### src/rtl/fhfsk_pkg.sv
package fhfsk_pkg;

  // Rounded control word for one channel and tone.
  function automatic longint tone_word(input longint ch, input bit up,
                                       input longint clk_hz, input longint base_hz,
                                       input longint spacing_hz, input longint dev_hz);
    longint f;
    f = base_hz + ch * spacing_hz + (up ? dev_hz : -dev_hz);
    return (f * 64'sd1048576 + clk_hz / 2) / clk_hz;
  endfunction

  // One Fibonacci step, shifting left, feedback from the tap mask.
  function automatic logic [15:0] lfsr_step(input logic [15:0] s, input logic [15:0] taps,
                                            input int w);
    logic [15:0] m;
    m = (16'd1 << w) - 16'd1;
    return ((s << 1) | {15'd0, ^(s & taps)}) & m;
  endfunction

endpackage

### src/rtl/fhfsk_hop_seq.sv
module fhfsk_hop_seq #(
  parameter int LFSR_W    = 6,
  parameter int NUM_CH    = 58,
  parameter logic [LFSR_W-1:0] TAPS = 6'b110000,
  parameter logic [LFSR_W-1:0] SEED = 6'd1
) (
  input  logic              clk,
  input  logic              rst,
  input  logic              hop_stb,
  output logic [LFSR_W-1:0] chan_q,
  output logic [LFSR_W-1:0] chan_sel,
  output logic [LFSR_W-1:0] lfsr_q
);
  localparam int MAX_TRY = (1 << LFSR_W) - NUM_CH + 1;
  localparam logic [LFSR_W-1:0] CH_LIM = LFSR_W'(NUM_CH);

  logic [LFSR_W-1:0] nxt;

  always_comb begin
    logic [LFSR_W-1:0] cand;
    logic              done;
    cand = lfsr_q;
    nxt  = lfsr_q;
    done = 1'b0;
    for (int i = 0; i < MAX_TRY; i++) begin
      cand = LFSR_W'(fhfsk_pkg::lfsr_step(16'(cand), 16'(TAPS), LFSR_W));
      if (!done && cand < CH_LIM) begin
        nxt  = cand;
        done = 1'b1;
      end
    end
  end

  assign chan_sel = hop_stb ? nxt : chan_q;

  always_ff @(posedge clk) begin
    if (rst) begin
      lfsr_q <= SEED;
      chan_q <= '0;
    end else if (hop_stb) begin
      lfsr_q <= nxt;
      chan_q <= nxt;
    end
  end
endmodule

### src/rtl/fhfsk_tone_rom.sv
module fhfsk_tone_rom #(
  parameter int     FCW_W      = 20,
  parameter int     NUM_CH     = 58,
  parameter int     ADDR_W     = 6,
  parameter bit     TONE_UP    = 1'b0,
  parameter longint CLK_HZ     = 43_400_000,
  parameter longint BASE_HZ    = 1_180_000,
  parameter longint SPACING_HZ = 40_000,
  parameter longint DEV_HZ     = 20_000
) (
  input  logic [ADDR_W-1:0] addr,
  output logic [FCW_W-1:0]  word
);
  logic [FCW_W-1:0] rom [NUM_CH];

  for (genvar c = 0; c < NUM_CH; c++) begin : g_entry
    assign rom[c] = FCW_W'(fhfsk_pkg::tone_word(longint'(c), TONE_UP, CLK_HZ,
                                                BASE_HZ, SPACING_HZ, DEV_HZ));
  end

  assign word = rom[addr];
endmodule

### src/rtl/fhfsk_fcw_gen.sv
module fhfsk_fcw_gen #(
  parameter int     FCW_W      = 20,
  parameter int     NUM_CH     = 58,
  parameter int     LFSR_W     = 6,
  parameter logic [LFSR_W-1:0] LFSR_TAPS = 6'b110000,
  parameter logic [LFSR_W-1:0] LFSR_SEED = 6'd1,
  parameter longint CLK_HZ     = 43_400_000,
  parameter longint BASE_HZ    = 1_180_000,
  parameter longint SPACING_HZ = 40_000,
  parameter longint DEV_HZ     = 20_000
) (
  input  logic             clk,
  input  logic             rst,
  input  logic             hop_stb,
  input  logic             sym_stb,
  input  logic             data_bit,
  output logic [FCW_W-1:0] fcw
);
  localparam logic [FCW_W-1:0] RST_WORD =
    FCW_W'(fhfsk_pkg::tone_word(0, 1'b0, CLK_HZ, BASE_HZ, SPACING_HZ, DEV_HZ));

  logic [LFSR_W-1:0] chan_q;
  logic [LFSR_W-1:0] chan_sel;
  logic [LFSR_W-1:0] lfsr_q;
  logic [FCW_W-1:0]  lane_word [2];

  fhfsk_hop_seq #(
    .LFSR_W(LFSR_W), .NUM_CH(NUM_CH), .TAPS(LFSR_TAPS), .SEED(LFSR_SEED)
  ) u_seq (
    .clk(clk), .rst(rst), .hop_stb(hop_stb),
    .chan_q(chan_q), .chan_sel(chan_sel), .lfsr_q(lfsr_q)
  );

  // Lane 0 holds lower-tone words, lane 1 upper-tone words.
  for (genvar t = 0; t < 2; t++) begin : g_lane
    fhfsk_tone_rom #(
      .FCW_W(FCW_W), .NUM_CH(NUM_CH), .ADDR_W(LFSR_W), .TONE_UP(t[0]),
      .CLK_HZ(CLK_HZ), .BASE_HZ(BASE_HZ), .SPACING_HZ(SPACING_HZ), .DEV_HZ(DEV_HZ)
    ) u_rom (
      .addr(chan_sel), .word(lane_word[t])
    );
  end

  always_ff @(posedge clk) begin
    if (rst) fcw <= RST_WORD;
    else if (hop_stb || sym_stb) fcw <= lane_word[data_bit];
  end
endmodule

### config.mk
export PLATFORM = sky130hd
export DESIGN_NAME = fhfsk_fcw_gen
export DESIGN_NICKNAME = d
export VERILOG_FILES = /design/src/rtl/fhfsk_pkg.sv /design/src/rtl/fhfsk_hop_seq.sv /design/src/rtl/fhfsk_tone_rom.sv /design/src/rtl/fhfsk_fcw_gen.sv
export SDC_FILE = /design/constraint.sdc
export NUM_CORES = 1
export LEC_CHECK = 0
export BUFFER_PORTS_ARGS = -buffer_cell sky130_fd_sc_hd__clkbuf_2
export CAP_MARGIN = 25
export CORE_AREA = 2 2 131 133
export DETAILED_ROUTE_END_ITERATION = 10
export DIE_AREA = 0 0 133 135
export PLACE_DENSITY = 0.45
export RECOVER_POWER = 50
export SYNTH_ARGS = -nofsm -noshare
export SYNTH_HDL_FRONTEND = slang
export SYNTH_HIERARCHICAL = 1
export SYNTH_SLANG_ARGS = --single-unit
### constraint.sdc
create_clock -name clk -period 8.55 [get_ports clk]
set_input_delay 0.855 -clock clk [delete_from_list [all_inputs] [get_ports clk]]
set_output_delay 0.855 -clock clk [all_outputs]
set_load 0.02 [all_outputs]
# Yosys cells after proc, flatten, opt, wreduce, memory -nomap -nowiden
# Memories as Yosys holds them, arrays and structs flattened.
# Cells that the tools add are included.
# classes
reduce_logical,20
magnitude_cmp,9
bitwise,9
n_mux,21
# ops
op,n
20-bit 2-to-1 mux,7
16-bit XOR reduction,7
6-bit 2-to-1 mux,8
"6-bit less-than comparator, second input constant",7
6-bit by 1-bit OR with 6-bit output,7
"7-bit greater-or-equal comparator, second input constant",1
6-bit inverter with 7-bit output,1
1-bit logical AND,6
1-bit zero test,6
1-bit 2-to-1 mux,6
"2-bit greater-or-equal comparator, second input constant",1
1-bit inverter with 2-bit output,1
1-bit logical OR,1
# totals
output_inout_bits,20
inputBits,5
memories,2
rom_bits,2560
reg_bits,32
# mem_list
name,words,width,rd,rd_ports_with_merged_regs,wr,line_no,text
(no name shown),64,20,1,0,0,fhfsk_tone_rom.sv:21,assign word = rom[addr];
(no name shown),64,20,1,0,0,fhfsk_tone_rom.sv:21,

# Depth between registers and ports, before layout
# Gate-level depths: netlist (run 1).
# depth
word_depth,30
mapped_depth,21
depth_no_buf,18

# Hierarchy
# The synthesis (run 1) kept the hierarchy.
# modules_own_cells
module,cells_each,area_each_um2,seq_area_each_um2,instances
fhfsk_tone_rom at g_lane[0].u_rom,237,1551.5,0.0,1
fhfsk_tone_rom at g_lane[1].u_rom,228,1483.9,0.0,1
fhfsk_hop_seq,189,1415.1,240.2,1
fhfsk_fcw_gen,92,913.4,400.4,1

# Least setup slack after synthesis (run 1)
# OpenSTA, ideal clock, no wires.
# synth_path
path_kind,register to register
startpoint,register u_seq.lfsr_q[3]
endpoint,register fcw[4]
n_path_buf,3
t_required_ns,8.417
synth_period_minus_slack_ns,5.094
arrival_time_ns,4.961
slack_ns,3.456
path_stages_with_launch,19
path_cell_list,dfxtp_1 > ha_1 > clkbuf_1 > nand2_1 > o31ai_4 > nand4_2 > o41ai_1 > nor2_1 > a211oi_1 > buf_2 > inv_1 > ha_1 > buf_2 > mux4_2 > nand2_1 > o211ai_1 > o311a_1 > mux2i_1 > a21oi_1
# synth_rtl
element,line_no,text
from (decl),fhfsk_hop_seq.sv:12,output logic [LFSR_W-1:0] lfsr_q
from (signal assigned),fhfsk_hop_seq.sv:41,lfsr_q <= nxt;
to (signal assigned),fhfsk_fcw_gen.sv:46,else if (hop_stb || sym_stb) fcw <= lane_word[data_bit];
to (decl),fhfsk_fcw_gen.sv:17,output logic [FCW_W-1:0] fcw

==> reports/results.txt, run 1 <==
Status = complete, but fails checks
Failing checks = max-capacitance violations, max-slew violations
PwrDens = 145.5 nW/um2
EDFF count, synth = 0
Worst reg2reg path depth = 18
Clk_skew = 0.008274 ns
DR iter-0 viols = 422
Seq cells post-synth = 32
CTS buffer count = 5
Post-Syn Instances = 746
CTS tree = built
CP arrival = 6.57 ns
Largest net degree at the start of global routing = 82
Worst slack at placement = 2.598 ns
Worst Slack Setup Final = 2.160 ns
Die width = 133 um
DR WL/cell = 19.86 um
Register Area = 640.6 um2
GR Util All Layers = 19.89%
Slew Limit Fails = 41
Synth top area cells = dfxtp_1, ha_1, a21oi_1, a211oi_1, mux2i_1
Nets@finish = 751
YS warnings = 6
CP Capture Type = flip-flop
Slowest CP cell = xnor2_1
Max-cap violations = 1
FP Rows = 47
Fin crit share = 74.74%
Fmax = 0.1565 GHz
Post-Syn Area = 5364 um2
Number of post-CTS setup repair buffers = 0
I/O pin cnt = 25
WL met1 = 8752 um
Total gr overflow = 0
First-pass GRT wire length = 29240 um
Initial antenna violation count = 0
Slew Limit Headroom = -25.08%
Most frequent cells in the layout = nand2_1, a21oi_1, nor2_1
Port bufs = 24
Initial Util = 32.69%
Largest area contributor in the netlist = dfxtp_1
Worst vdd ir = 0.1039 mV
Clk buf depth = 2
CP startpoint kind = flip-flop
Ant diodes = 0
Setup Total Neg Slack = 0 ns
Mean Syn Cell Area = 7.190 um2
CTS clock-pin slew for the worst setup and hold paths = 0.06 ns
Final hold violation count = 0
R2r setup slk = 2.16 ns
Area of the core = 16410 um2
Hold-fix buffers at CTS = 0
Min Tclk post-route = 6.390 ns
Top sig layer = met4
Post-DRT Antenna Nets = 0
Drt pass-1 iters = 5
Die Y = 135 um
H-tree levels = 2
CTS root buffer = clkbuf_16
Async SR Flop Fraction = 0%
Area Growth Syn to Fin = 4.035%
Footprint of the multi-input gates = 4233 um2
Distinct cell type count after synthesis = 87
Hold path depth = 2
Seq/Total Area, Yosys = 11.94%
Power Total = 812.2 uW
Share of cells above drive strength 1 = 7.736%
Final Setup Violations = 0
GPL Wtd Cong = 0.9024
# DRC = 0
RSZ-0062 raised after global routing = no
Vias in the first global route = 5127
Req. time, crit path = 8.73 ns
Post-layout util = 34.01%
Routed WL = 18490 um
CP max FO = 76
Die area = 17960 um2
Hold/Removal Path Class = flip-flop to flip-flop
CTS sink count = 32
Routed length on met3 = 732 um
Max incr delay on CP = 0.85 ns
Met2 WL post-DR = 8703 um
Worst skew pair latency = 0.28 ns
Worst slew pin tran = 1.876 ns
Vias = 5671
Most common flop cell mapped by yosys = dfxtp_1
Post-CTS Resized = 0
Share of the synthesized area in the top cell type = 11.94%
Crit path kind = flip-flop to flip-flop
Crit path cell chain = xnor2_1 -> inv_1 -> ha_1 -> nand2_1 -> o21a_1 -> nor4_1 -> a211oi_1 -> a221oi_1 -> nor3_2 -> buf_4 -> buf_4 -> inv_1 -> ha_1 -> nor2b_1 -> o21ai_0 -> a31oi_1 -> mux2i_1 -> a211oi_1
Most common cell after layout, fill and taps aside = nand2_1
Hpwl dp = 12770 um
Vias per std cell = 6.091
Filler instances = 1761
Total leakage power = 0.002022 uW
per-layer routing:
metal,up-vias,global-route usage (%)
met5,-,0
met4,0,4.540
met3,23,1.051
met2,152,33.13
met1,2755,28.31
li1,2741,-
critical path: cells and delay by family (launching register included):
kind,cells,cell delay [ns]
AO/OA/AOI/OAI,6,1.81
multiplexers,1,0.14
adder cells (fa/ha/maj),2,0.74
buffers and inverters,4,1.61
AND/OR/NAND/NOR,4,0.71
flip-flops,1,0.38
XOR/XNOR,1,0.85
logic make-up after synthesis:
family / share of synthesized area, %
xor gates and xnor gates: 0.9564
and+or+nand+nor: 24.96
buffers and inverters: 10.03
AOI/OAI and AO/OA: 36.88
DFF: 11.94
muxes: 6.695
other: 0.1400
adders and majority gates: 8.397
layout make-up:
type                       instances  share of cell area (%)
clock buffer                       7                   2.735
clock inverter                     1                  0.5381
inverter                          24                   1.614
multi-input combinational        616                   75.85
sequential                        32                   11.48
tap                              220                   4.933
timing repair buffer              31                   2.848
power by group:
group          total, uW  internal, uW  switching, uW
clock                224           154           70.0
combinational        411           142            268
sequential           178           165           12.6
total                812           461            351
per-stage QoR:
stage,cells,hold WS (ns),cell area [um2]
2_1_floorplan,750,0.4486,5379
4_1_cts,931,0.4941,5614
5_1_grt,931,0.5299,5580
3_5_place_dp,923,0.4859,5431
3_3_place_gp,923,0.4824,5431
6_report,931,0.4997,5580
state kept, by name, indices dropped and copies added, names as in the netlist:
signal,count
fcw,20
u_seq/chan_q,6
u_seq/lfsr_q,6
synth_stat cells, types with 4 or more instances:
| library cell | n |
|---|---|
| a211o_1 | 5 |
| clkbuf_1 | 25 |
| o21a_1 | 7 |
| buf_2 | 28 |
| o21ai_0 | 32 |
| nand3_1 | 21 |
| nand2b_1 | 18 |
| nand4_1 | 4 |
| nand2_1 | 70 |
| o2111ai_1 | 8 |
| a211oi_1 | 41 |
| xnor2_1 | 4 |
| o22ai_1 | 7 |
| o211ai_1 | 14 |
| a31oi_1 | 13 |
| buf_4 | 14 |
| dfxtp_1 | 32 |
| a311oi_1 | 5 |
| nor4_1 | 19 |
| a21oi_1 | 65 |
| nor3_1 | 28 |
| nor2b_1 | 20 |
| inv_2 | 4 |
| o21ai_1 | 7 |
| o31ai_1 | 8 |
| mux2i_1 | 28 |
| nor2_1 | 48 |
| inv_1 | 20 |
| a21boi_0 | 5 |
| ha_1 | 36 |
| or3_1 | 4 |
| and2_1 | 4 |
| a21o_1 | 6 |
| buf_6 | 9 |
| o211a_1 | 5 |
path summary, 6_finish.rpt:
kind	startpoint	end
hold reg to reg	u_seq/chan_q[5]	u_seq/chan_q[5]
hold / removal	u_seq/chan_q[5]	u_seq/chan_q[5]
setup reg to reg	u_seq/lfsr_q[4]	fcw[12]
setup / recovery	u_seq/lfsr_q[4]	fcw[12]
Note: power is estimated with default switching activity, not from simulation.
==> run 2: changes to the inputs <==
--- a/config.mk
+++ b/config.mk
@@ -5,11 +5,12 @@
 export SDC_FILE = /design/constraint.sdc
 export NUM_CORES = 1
 export LEC_CHECK = 0
+export ABC_AREA = 1
 export BUFFER_PORTS_ARGS = -buffer_cell sky130_fd_sc_hd__clkbuf_2
 export CAP_MARGIN = 25
-export CORE_AREA = 2 2 131 133
+export CORE_AREA = 2 2 130 132
 export DETAILED_ROUTE_END_ITERATION = 10
-export DIE_AREA = 0 0 133 135
+export DIE_AREA = 0 0 132 134
 export PLACE_DENSITY = 0.45
 export RECOVER_POWER = 50
 export SYNTH_ARGS = -nofsm -noshare
==> constraint.sdc (replaced) <==
create_clock -name clk -period 6.45 [get_ports clk]
set_input_delay 0.645 -clock clk [delete_from_list [all_inputs] [get_ports clk]]
set_output_delay 0.645 -clock clk [all_outputs]
set_load 0.02 [all_outputs]
==> run 2 against run 1 <==
  * The flow now finishes without violations
  * Die area fell by 1.5%
  * Utilization rose by 0.10 points
  * Final cell count rose by 28%
  * First-iteration DRC count rose by 45%
  * Count of clock-buffer cells in the layout fell by 1
  * Maximum frequency rose by 24%
  * Critical endpoint is now fcw[0]
  * Largest power group unchanged
==> reports/results.txt, run 2 <==
Final hold violation count = 0 (unchanged)
Largest net degree at the start of global routing = 48 (-41%)
I/O pin cnt = 25 (unchanged)
Slew Limit Fails = 0 (-100%)
CTS buffer count = 5 (unchanged)
Global-route layer with the greatest usage = met2
First-pass GRT wire length = 28680 um (-1.9%)
Status = finished clean
Post-CTS Resized = 0 (unchanged)
CP startpoint kind = flip-flop
Crit path kind = flip-flop to flip-flop
Hpwl dp = 12890 um (+0.89%)
Number of post-CTS setup repair buffers = 0 (unchanged)
Area of the core = 16290 um2 (-0.72%)
Met1 Use GR = 28.32% (about the same)
Die Y = 134 um (-0.74%)
Final Non-Filler Cells = 1193 (+28%)
Initial Util = 32.66% (-0.033 points)
# DRC = 0 (unchanged)
Total gr overflow = 0 (unchanged)
Port bufs = 24 (unchanged)
CTS tree = built
Hold path depth = 2 (unchanged)
CP Capture Type = flip-flop
Seq cells post-synth = 32 (unchanged)
Async SR Flop Fraction = 0% (unchanged)
Share of cells above drive strength 1 = 8.839% (+1.1 points)
Req. time, crit path = 6.67 ns (-2.06 ns)
Most common cell after layout, fill and taps aside = nand2_1
Hold-fix buffers at CTS = 0 (unchanged)
FP Rows = 47 (unchanged)
Synth top area cells = nand2_1, dfxtp_1, nand3_1, ha_1, inv_1
Worst vdd ir = 0.08119 mV (-22%)
Routed WL = 17500 um (-5.3%)
Register with the most flip-flops = fcw
Total leakage power = 0.003069 uW (+52%)
YS warnings = 6 (unchanged)
Most common flop cell mapped by yosys = dfxtp_1
Clk buf depth = 2 (unchanged)
DR WL/cell = 14.67 um (-26%)
Ant diodes = 0 (unchanged)
Area Growth Syn to Fin = 4.445%
GR Util All Layers = 19.86% (-0.027 points)
DR iter-0 viols = 614 (+45%)
Max FFs per register = 20 (unchanged)
PwrDens = 133.8 nW/um2 (-8.0%)
Register Area = 640.6 um2 (unchanged)
Mean Syn Cell Area = 5.451 um2 (-24%)
H-tree levels = 2 (unchanged)
EDFF count, synth = 0 (unchanged)
Die width = 132 um (-0.75%)
Drt pass-1 iters = 5 (unchanged)
Nets@finish = 1013 (+35%)
GPL Wtd Cong = 0.8605 (-4.6%)
Worst slew pin tran = 1.298 ns (-0.5783 ns)
Clk_skew = 0.006698 ns (-0.001576 ns)
Slew Limit Headroom = 13.47% (+39 points)
Setup Total Neg Slack = 0 ns (unchanged)
Met3 Usage GRT = 2.683% (+1.6 points)
Share of the synthesized area in the top cell type = 27.09% (+15 points)
Worst reg2reg path depth = 26 (+8)
Worst Slack Setup Final = 1.316 ns (-0.8438 ns)
CP max FO = 28 (-63%)
Worst skew pair latency = 0.28 ns (about the same)
Largest area contributor in the netlist = nand2_1
CTS clock-pin slew for the worst setup and hold paths = 0.05 ns (about the same)
Most frequent cells in the layout = nand2_1, inv_1, nand3_1
Fin crit share = 79.59% (+4.9 points)
Final Setup Violations = 0 (unchanged)
Most frequent cells after synthesis = nand2_1, inv_1, nand3_1
Post-DRT Antenna Nets = 0 (unchanged)
M2 GR Usage = 31.60% (-1.5 points)
Worst slack at placement = 2.049 ns (-0.5483 ns)
CTS sink count = 32 (unchanged)
Post-Syn Area = 5320 um2 (-0.82%)
Fmax = 0.1948 GHz (+24%)
Initial antenna violation count = 0 (unchanged)
CTS root buffer = clkbuf_16
Most common cell in the netlist = nand2_1
Footprint of the multi-input gates = 3877 um2 (-8.4%)
Vias in the first global route = 5310 (+3.6%)
Max-cap violations = 0 (-1)
RSZ-0062 raised after global routing = no
CP arrival = 5.35 ns (-1.22 ns)
Vias per std cell = 4.983 (-18%)
Distinct cell type count after synthesis = 41 (-53%)
Vias = 5945 (+4.8%)
Seq/Total Area, Yosys = 12.04% (+0.098 points)
Hold/Removal Path Class = flip-flop to flip-flop
Post-Syn Instances = 976 (+31%)
Min Tclk post-route = 5.134 ns (-1.256 ns)
Die area = 17690 um2 (-1.5%)
Final Hold Slack = 0.4565 ns (-0.04319 ns)
Filler instances = 1903 (+8.1%)
DP Cell Count = 1185 (+28%)
Top Registers = fcw (20), u_seq/chan_q (6), u_seq/lfsr_q (6)
-- run 2: power by group --
part | leakage, uW | switching, uW | internal (uW)
clock | 0.0000766 | 87.0 | 152
sequential | 0.000264 | 10.1 | 211
combinational | 0.00273 | 199 | 84.9
total | 0.00307 | 296 | 448
-- run 2: cell families after synthesis --
group / count (synthesis) / share of synthesized area [%]
flip-flops: 32 / 12.04
buffers and inverters: 170 / 14.91
AO/OA/AOI/OAI: 110 / 12.25
other: 2 / 0.1412
adder cells (fa/ha/maj): 36 / 8.467
AND/OR/NAND/NOR: 626 / 52.19
-- run 2: final cells by class --
type                    instances  area share [%]
clock buffers                   6           2.499
multi-input cells             778           69.78
clock inverters                 2          0.1801
repair buffers                 30           2.499
inverters                     125           8.557
well taps                     220           4.954
flip-flops and latches         32           11.53
-- run 2: critical path: stages, from the launching register on --
cell and delay [ns]:
dfxtp_1 0.60, ha_1 0.30, nand2_1 0.19, nand2_1 0.16
nand2_4 0.08, nor2_1 0.62, nand3_1 0.39, nand2_1 0.14
inv_1 0.05, nand2_1 0.08, nand2_1 0.06, nand2_1 0.05
nand2_1 0.06, nand2_2 0.09, nand2_1 0.28, buf_4 0.38
inv_2 0.35, nand2_2 0.18, inv_1 0.25, nand3_1 0.11
nand3_1 0.11, nor2_1 0.05, nor2_1 0.10, nand2_1 0.06
nand2_1 0.13, nor2_1 0.06, nor2_1 0.10
-- run 2: through the flow --
stage               total power, uW  util (%)  cell area [um2]
floorplan                     440.7         -             5335
global placement              514.3     33.50             5458
detailed placement            509.1     33.50             5458
CTS                           752.6     34.42             5607
global route                  803.1     34.11             5557
finish                        743.7     34.11             5557
-- run 2: path summary, 6_finish.rpt --
kind | startpoint | endpoint | slack (ns)
hold reg to reg | fcw[14] | fcw[14] | 0.46
setup reg to reg | u_seq/lfsr_q[0] | fcw[0] | 1.32
hold / removal | fcw[14] | fcw[14] | 0.46
setup / recovery | u_seq/lfsr_q[0] | fcw[0] | 1.32
-- run 2: per-layer routing --
metal / part of all wire [%] / routed length [um]
met2: 44 / 7678
met1: 49 / 8499
met5: 0 / 0
met4: 0.94 / 165
met3: 6.6 / 1159
==> run 3: changes to the inputs <==
--- a/config.mk
+++ b/config.mk
@@ -5,12 +5,12 @@
 export SDC_FILE = /design/constraint.sdc
 export NUM_CORES = 1
 export LEC_CHECK = 0
-export ABC_AREA = 1
+export ABC_AREA = 0
 export BUFFER_PORTS_ARGS = -buffer_cell sky130_fd_sc_hd__clkbuf_2
 export CAP_MARGIN = 25
-export CORE_AREA = 2 2 130 132
+export CORE_AREA = 2 2 131 133
 export DETAILED_ROUTE_END_ITERATION = 10
-export DIE_AREA = 0 0 132 134
+export DIE_AREA = 0 0 133 135
 export PLACE_DENSITY = 0.45
 export RECOVER_POWER = 50
 export SYNTH_ARGS = -nofsm -noshare
==> constraint.sdc (replaced) <==
create_clock -name clk -period 5.3 [get_ports clk]
set_input_delay 0.53 -clock clk [delete_from_list [all_inputs] [get_ports clk]]
set_output_delay 0.53 -clock clk [all_outputs]
set_load 0.02 [all_outputs]
==> run 3 against run 2 <==
  * Clock power grew 26%
  * Routed wire length is 9.0% higher
  * Critical endpoint is now fcw[7]
  * Power up 72%
  * Register-to-register slack got worse by 0.94 ns
  * Final cell count shrank 20%
==> reports/results.txt, run 3 (synthesis results as in run 1) <==
Status = finished clean
Hold-fix buffers at CTS = 0 (unchanged)
Slew Limit Fails = 0 (unchanged)
Die area = 17960 um2 (+1.5%)
I/O pin cnt = 25 (unchanged)
Initial Util = 32.69% (+0.033 points)
Post-CTS Resized = 0 (unchanged)
CP max FO = 15 (-46%)
GPL Wtd Cong = 0.9068 (+5.4%)
Internal power = 714.9 uW (+60%)
Largest net degree at the start of global routing = 89 (+85%)
Max FFs per register = 20 (unchanged)
CP startpoint kind = flip-flop
Switching share of power = 44.19% (+4.4 points)
CTS tree = built
Slew Limit Headroom = 46.97% (+33 points)
Die width = 133 um (+0.76%)
First-pass GRT wire length = 30150 um (+5.1%)
Min Tclk post-route = 4.927 ns (-0.2064 ns)
Nets@finish = 779 (-23%)
Hpwl dp = 13720 um (+6.5%)
Top Registers = fcw (20), u_seq/chan_q (6), u_seq/lfsr_q (6)
DR WL/cell = 19.91 um (+36%)
Most frequent cells in the layout = nand2_1, a21oi_1, nor2_1
Area Growth Syn to Fin = 7.768%
Sw power = 566.1 uW (+91%)
Part of the power in combinational logic = 53.9% (+16 points)
Share of cells above drive strength 1 = 11.52% (+2.7 points)
RSZ-0062 raised after global routing = no
Worst skew pair latency = 0.28 ns (about the same)
Vias per std cell = 6.102 (+22%)
CTS root buffer = clkbuf_16
Clock power frac = 23.4% (-8.7 points)
Worst slew pin tran = 0.7955 ns (-0.5024 ns)
Final hold violation count = 0 (unchanged)
GR Util All Layers = 20.55% (+0.69 points)
Number of post-CTS setup repair buffers = 0 (unchanged)
Die Y = 135 um (+0.75%)
CTS buffer count = 5 (unchanged)
Flop pwr share = 22.6% (-7.1 points)
# DRC = 0 (unchanged)
Req. time, crit path = 5.48 ns (-1.19 ns)
Fin crit share = 92.97% (+13 points)
Final Non-Filler Cells = 958 (-20%)
Vias in the first global route = 5400 (+1.7%)
Crit path kind = flip-flop to flip-flop
Routed WL = 19070 um (+9.0%)
Total leakage power = 0.002143 uW (-30%)
PwrDens = 221.6 nW/um2 (+66%)
Drt pass-1 iters = 5 (unchanged)
H-tree levels = 2 (unchanged)
Clk_skew = 0.005235 ns (-0.001462 ns)
Max-cap violations = 0 (unchanged)
Worst vdd ir = 0.1027 mV (+27%)
Post-DRT Antenna Nets = 0 (unchanged)
Ant diodes = 0 (unchanged)
CTS sink count = 32 (unchanged)
Fmax = 0.2029 GHz (+4.2%)
Port bufs = 24 (unchanged)
Initial antenna violation count = 0 (unchanged)
DP Cell Count = 950 (-20%)
Setup Total Neg Slack = 0 ns (unchanged)
Clk buf depth = 2 (unchanged)
Final Setup Violations = 0 (unchanged)
Total gr overflow = 0 (unchanged)
Vias = 5846 (-1.7%)
DR iter-0 viols = 472 (-23%)
CP Capture Type = flip-flop
Register with the most flip-flops = fcw
CP arrival = 5.11 ns (-0.24 ns)
CTS clock-pin slew for the worst setup and hold paths = 0.05 ns (about the same)
Area of the core = 16410 um2 (+0.72%)
Most common cell after layout, fill and taps aside = nand2_1
Hold/Removal Path Class = flip-flop to flip-flop
FP Rows = 47 (unchanged)
==> run 3: changes by cell type in the layout (fill, tap and decap cells not counted), moves of 18 or more <==
cell      before  now
nand2b_1       0   18
nand3_1      109   21
nor4_1         0   19
inv_1        110   20
nor2_1        76   48
buf_4          6   31
a211oi_1       0   40
nand2_1      385   68
nor3_1         2   27
mux2i_1        0   28
nor2b_1        0   20
==> run 3: metrics by stage <==
| step | cell area (um2) | setup slack [ns] | total power (uW) | hold slack, ns | utilization (%) |
|---|---|---|---|---|---|
| 6_report | 5781 | 0.3726 | 1281 | 0.4866 | 35.23 |
| 5_1_grt | 5781 | 0.02573 | 1362 | 0.5174 | 35.23 |
| 4_1_cts | 5799 | 0.3362 | 1283 | 0.4920 | 35.35 |
| 3_5_place_dp | 5647 | 0.3693 | 976.6 | 0.4835 | 34.42 |
| 3_3_place_gp | 5647 | 0.3961 | 976.8 | 0.4845 | 34.42 |
| 2_1_floorplan | 5379 | 0.2060 | 792.8 | 0.4486 | - |
==> run 3: layer usage <==
| metal | vias up | GRT usage [%] | wire [um] |
|---|---|---|---|
| met3 | 24 | 1.276 | 1027 |
| li1 | 2793 | - | - |
| met1 | 2796 | 28.02 | 8557 |
| met2 | 233 | 35.18 | 9121 |
| met4 | 0 | 5.735 | 366 |
| met5 | - | 0 | 0 |
==> run 3: worst paths after layout <==
path / start / to / slack (ns) / cells past startpoint
worst max-delay path: u_seq/lfsr_q[4] / fcw[7] / 0.37 / 17
worst min-delay path: u_seq/chan_q[5] / u_seq/chan_q[5] / 0.49 / 2
worst max register to register: u_seq/lfsr_q[4] / fcw[7] / 0.37 / 17
worst min register to register: u_seq/chan_q[5] / u_seq/chan_q[5] / 0.49 / 2
==> run 3: worst max-delay path: stages, from the launching register on <==
cell and delay (ns):
dfxtp_1 0.38, ha_1 0.52, ha_1 0.30, nand2_1 0.13, o31ai_4 0.15, nand4_2 0.29
o41ai_1 0.50, nor2_1 0.21, a211oi_4 0.34, buf_4 0.31, ha_1 0.39, nor2b_1 0.21
o21ai_1 0.13, a31oi_4 0.24, o31ai_1 0.12, a221oi_2 0.25, mux2i_1 0.11, a211oi_1 0.27
==> run 3: power by group through the flow <==
stage	clock network [uW]	logic, uW	registers, uW
after global routing	319	751	292
final	300	691	290
after CTS	308	685	290
after detailed placement	0	682	295
after global placement	0	682	295
after floorplan	0	483	310
==> run 3: layout make-up <==
type / count / area [um2]
repair buffers: 58 / 371.6
clock buffers: 7 / 152.6
well taps: 220 / 275.3
fillers: 1769 / 10630
flip-flops and latches: 32 / 640.6
inverters: 24 / 90.09
multi-input cells: 617 / 4250
